### src/rtl/bus_cycle_qualifier.sv
module bus_cycle_qualifier #(
  parameter int SYNC_STAGES = 2,
  parameter int ADDR_W      = 3,
  parameter int DATA_W      = 8
) (
  input  logic              clk,
  input  logic              rst_n,
  input  logic              cs_n,
  input  logic              rd_n,
  input  logic              wr_n,
  input  logic [ADDR_W-1:0] addr,
  input  logic [DATA_W-1:0] wdata,
  output logic              rd_start,
  output logic              rd_end,
  output logic              wr_commit,
  output logic [ADDR_W-1:0] wr_addr,
  output logic [DATA_W-1:0] wr_data,
  output logic              bus_err
);

  localparam int BUS_W = ADDR_W + DATA_W;

  logic [SYNC_STAGES-1:0] cs_sh, rd_sh, wr_sh;
  logic [BUS_W-1:0]       bus_dly [SYNC_STAGES];

  always_ff @(posedge clk or negedge rst_n) begin
    if (!rst_n) begin
      cs_sh <= '0;
      rd_sh <= '0;
      wr_sh <= '0;
    end else begin
      cs_sh <= {cs_sh[SYNC_STAGES-2:0], ~cs_n};
      rd_sh <= {rd_sh[SYNC_STAGES-2:0], ~rd_n};
      wr_sh <= {wr_sh[SYNC_STAGES-2:0], ~wr_n};
    end
  end

  // Bus contents delayed to line up with the synchronized strobes.
  genvar g;
  generate
    for (g = 0; g < SYNC_STAGES; g++) begin : g_dly
      always_ff @(posedge clk or negedge rst_n) begin
        if (!rst_n)
          bus_dly[g] <= '0;
        else if (g == 0)
          bus_dly[g] <= {addr, wdata};
        else
          bus_dly[g] <= bus_dly[g-1];
      end
    end
  endgenerate

  wire cs_a = cs_sh[SYNC_STAGES-1];
  wire rd_a = rd_sh[SYNC_STAGES-1];
  wire wr_a = wr_sh[SYNC_STAGES-1];

  logic rd_q, wr_q, abort_q;
  logic [BUS_W-1:0] hold_q;

  wire on_bus   = cs_a & (rd_a | wr_a);
  wire clash    = cs_a & rd_a & wr_a;
  wire abort_d  = clash | (abort_q & on_bus);
  wire rd_lvl   = cs_a & rd_a & ~abort_d;
  wire wr_lvl   = cs_a & wr_a & ~abort_d;

  always_ff @(posedge clk or negedge rst_n) begin
    if (!rst_n) begin
      rd_q      <= 1'b0;
      wr_q      <= 1'b0;
      abort_q   <= 1'b0;
      hold_q    <= '0;
      rd_start  <= 1'b0;
      rd_end    <= 1'b0;
      wr_commit <= 1'b0;
      bus_err   <= 1'b0;
      wr_addr   <= '0;
      wr_data   <= '0;
    end else begin
      rd_q      <= rd_lvl;
      wr_q      <= wr_lvl;
      abort_q   <= abort_d;
      rd_start  <= rd_lvl & ~rd_q;
      rd_end    <= rd_q & ~rd_lvl & ~abort_d;
      wr_commit <= wr_q & ~wr_lvl & ~abort_d;
      bus_err   <= abort_d & ~abort_q;
      if (wr_lvl)
        hold_q <= bus_dly[SYNC_STAGES-1];
      if (wr_q & ~wr_lvl & ~abort_d)
        {wr_addr, wr_data} <= hold_q;
    end
  end

endmodule

### config.mk
export PLATFORM = sky130hd
export DESIGN_NAME = bus_cycle_qualifier
export DESIGN_NICKNAME = d
export VERILOG_FILES = /design/src/rtl/bus_cycle_qualifier.sv
export SDC_FILE = /design/constraint.sdc
export NUM_CORES = 1
export LEC_CHECK = 0
export BUFFER_PORTS_ARGS = -buffer_cell sky130_fd_sc_hd__buf_2
export CAP_MARGIN = 30
export CORE_UTILIZATION = 40
export CTS_CLUSTER_SIZE = 10
export DETAILED_ROUTE_END_ITERATION = 8
export GPL_TIMING_DRIVEN = 0
export PLACE_DENSITY = 0.68
export RECOVER_POWER = 25
export SLEW_MARGIN = 15
export SYNTH_ARGS = -nofsm -noshare
export SYNTH_HDL_FRONTEND = slang
export SYNTH_SLANG_ARGS = --single-unit
### constraint.sdc
create_clock -name clk -period 2.4 [get_ports clk]
set_input_delay 0.36 -clock clk [delete_from_list [all_inputs] [get_ports clk]]
set_output_delay 0.36 -clock clk [all_outputs]
set_load 0.05 [all_outputs]
==> run summary <==
Clk buf depth -> 2
Yosys top cell area share -> 0.790
Hold path depth -> 1
Hpwl dp -> 1700 um
Top cell type by total area after synthesis -> dfrtp_1
PnR Total Power -> 2.58 mW
Max_slew headroom -> -0.160
WP data arrival -> 1740 ps
Mapped Avg Cell Area -> 18.4 sq um
Antenna diode count -> 0
Total CTS buffers -> 9
Critical path type -> reg2reg
Vias in the first global route -> 1002
Peak supply drop -> 0.000508 V
First-pass GRT wire length -> 4510 um
Synthesized flop and latch total -> 57
Cts hold-fix bufs -> 0
Worst hold path type -> in2reg
Full die area -> 4790 sq um
# setup viols final -> 0
Synth warn -> 0
Core Area -> 4350 sq um
Layout Skew -> 3.35 ps
Total grt overflow -> 0
Post_cts resized -> 0
Cells after synthesis -> 98
Drt total wl -> 2540 um
Global Route Usage Sum -> 0.130
RSZ-0062 raised after global routing -> no
Clk Latency, worst-skew pair -> 330 ps
Worst Hold Path EP -> bus_dly[19]$_DFF_PN0_
Final period utilization -> 0.635
Worst Path Required -> 2610 ps
Outcome -> finished, violations left
Max Cap Viol -> 1
Buffers on Ports -> 30
CTS tree -> built
Die width -> 69.2 um
1st-iter DRT viols -> 42
Hold wc startpoint -> addr[0]
Pwr per Cell Area -> 1140 nW/um^2
Max-slew violation count -> 32
Rows -> 24
Avg WL per Cell -> 12.9 um
Final setup TNS -> 0 ps
Avg Vias per Cell -> 4.60
Final #Nets -> 156
Final Critical Period -> 1520 ps
Post-CTS Setup Bufs -> 0
Initial antenna violation count -> 0
Max Clock Freq -> 656 MHz
Drt drc -> 1
RR Startpoint -> abort_q$_DFF_PN0_
Final hold violation count -> 0
Reg2reg path depth -> 4
CP Launch Type -> register
I/O pin total -> 31
Most area-consuming cells after synthesis -> dfrtp_1 79%, mux2_2 14%, buf_6 1.2%, inv_1 1.0%, nor3b_4 1.0%
Syn nets -> 114
Worst R2R End -> hold_q[2]$_DFFE_PN0P_
FF-to-FF setup slack -> 880 ps
Root Driver -> clkbuf_8
Worst Setup SP -> abort_q$_DFF_PN0_
GP Congestion -> 0.708
Post-route ant nets -> 0
Peak fanout along the critical path -> 10
Starting density of the core -> 0.415
Largest net degree at the start of global routing -> 33
Via Count -> 906
CTS clk-pin slew, worst paths -> 60 ps
Leakage -> 1.09 nW
Share of layout cells above drive strength 1 -> 0.490
H-tree depth -> 3
Worst slew pin tran -> 1740 ps
Area Growth Syn to Fin -> 24.9%
TritonRoute pass-1 iters -> 6
Cell Area, Synth -> 1810 sq um
Worst setup EP type -> register
Violated checks -> DRC, capacitance limit, slew limit
Die Y -> 69.2 um
Sequential-to-total area share from yosys stat -> 0.790
Cell variety after synth -> 14
Clock sink count -> 57
## registers in the layout, summed over array words and instances (netlist names), 2 cells and up
name and cells:
wr_sh 2, hold_q 11, cs_sh 2, rd_sh 2, wr_addr 3, wr_data 8
bus_dly 22
## cells in the final DEF, fill, tap and decap left out, types with 2 or more instances in the layout
master,count
buf_6,2
clkbuf_8,12
inv_1,5
mux2_2,22
a21oi_1,3
dfrtp_1,57
clkbuf_1,3
buf_2,29
## report_power, final
group          internal (mW)  leakage, nW  total [mW]  switching, mW
registers               1.10        0.685        1.16         0.0608
clock network          0.563        0.107       0.901          0.338
logic                  0.156        0.300       0.513          0.357
total                   1.82         1.09        2.58          0.755
## cell families after synthesis
logic type             synth area share
DFF                               0.790
muxes                             0.137
buffers and inverters            0.0229
AOI/OAI and AO/OA                0.0201
and+or+nand+nor                  0.0298
## worst max path at each step
stage | to | depth (start not counted)
finish | hold_q[2]$_DFFE_PN0P_ | 4
global route | bus_dly[1]$_DFF_PN0_ | 1
CTS | hold_q[2]$_DFFE_PN0P_ | 4
detailed placement | hold_q[2]$_DFFE_PN0P_ | 4
global placement | hold_q[4]$_DFFE_PN0P_ | 4
floorplan | hold_q[1]$_DFFE_PN0P_ | 4
## synthesized netlist by cell type, drive strengths merged
library cell and count:
a21oi 3, buf 2, dfrtp 57, inv 5
mux2 22, nand2 1, nand2b 1, nor2 1
nor2b 1, nor3b 2, o21a 1, o21ai 2
## metrics by stage
| step | utilization | cells | setup WS (ps) | hold WS [ps] | area [sq um] |
|---|---|---|---|---|---|
| 3_3_place_gp | 0.464 | 180 | 929 | 332 | 2020 |
| 3_5_place_dp | 0.470 | 181 | 872 | 336 | 2050 |
| 6_report | 0.518 | 197 | 876 | 137 | 2250 |
| 4_1_cts | 0.518 | 197 | 865 | 89.8 | 2260 |
| 5_1_grt | 0.518 | 197 | 571 | 117 | 2250 |
| 2_1_floorplan | - | 98 | 1030 | 64.4 | 1810 |
## critical path, stage by stage (launching register included)
cell	delay [ps]
dfrtp_1	420
nand2b_4	180
nor3b_4	270
buf_6	200
mux2_2	350
## metal layers
metal  global-route usage  up-vias  wire [um]
met5                    0        -          0
met4                0.122        0         97
met3               0.0538       10        134
met2                0.192       21       1250
met1                0.140      467       1050
li1                     -      408          -
## final cells by class
cell class / instances / area, sq um
Inverter: 5 / 18.8
Clock buffer: 14 / 173
Sequential cell: 57 / 1430
Tap cell: 52 / 65.1
Clock inverter: 2 / 35.0
Timing Repair Buffer: 31 / 176
Fill cell: 357 / 2100
Multi-Input combinational cell: 34 / 338
Buffer: 2 / 22.5
Power figures use the tool's default switching activity.
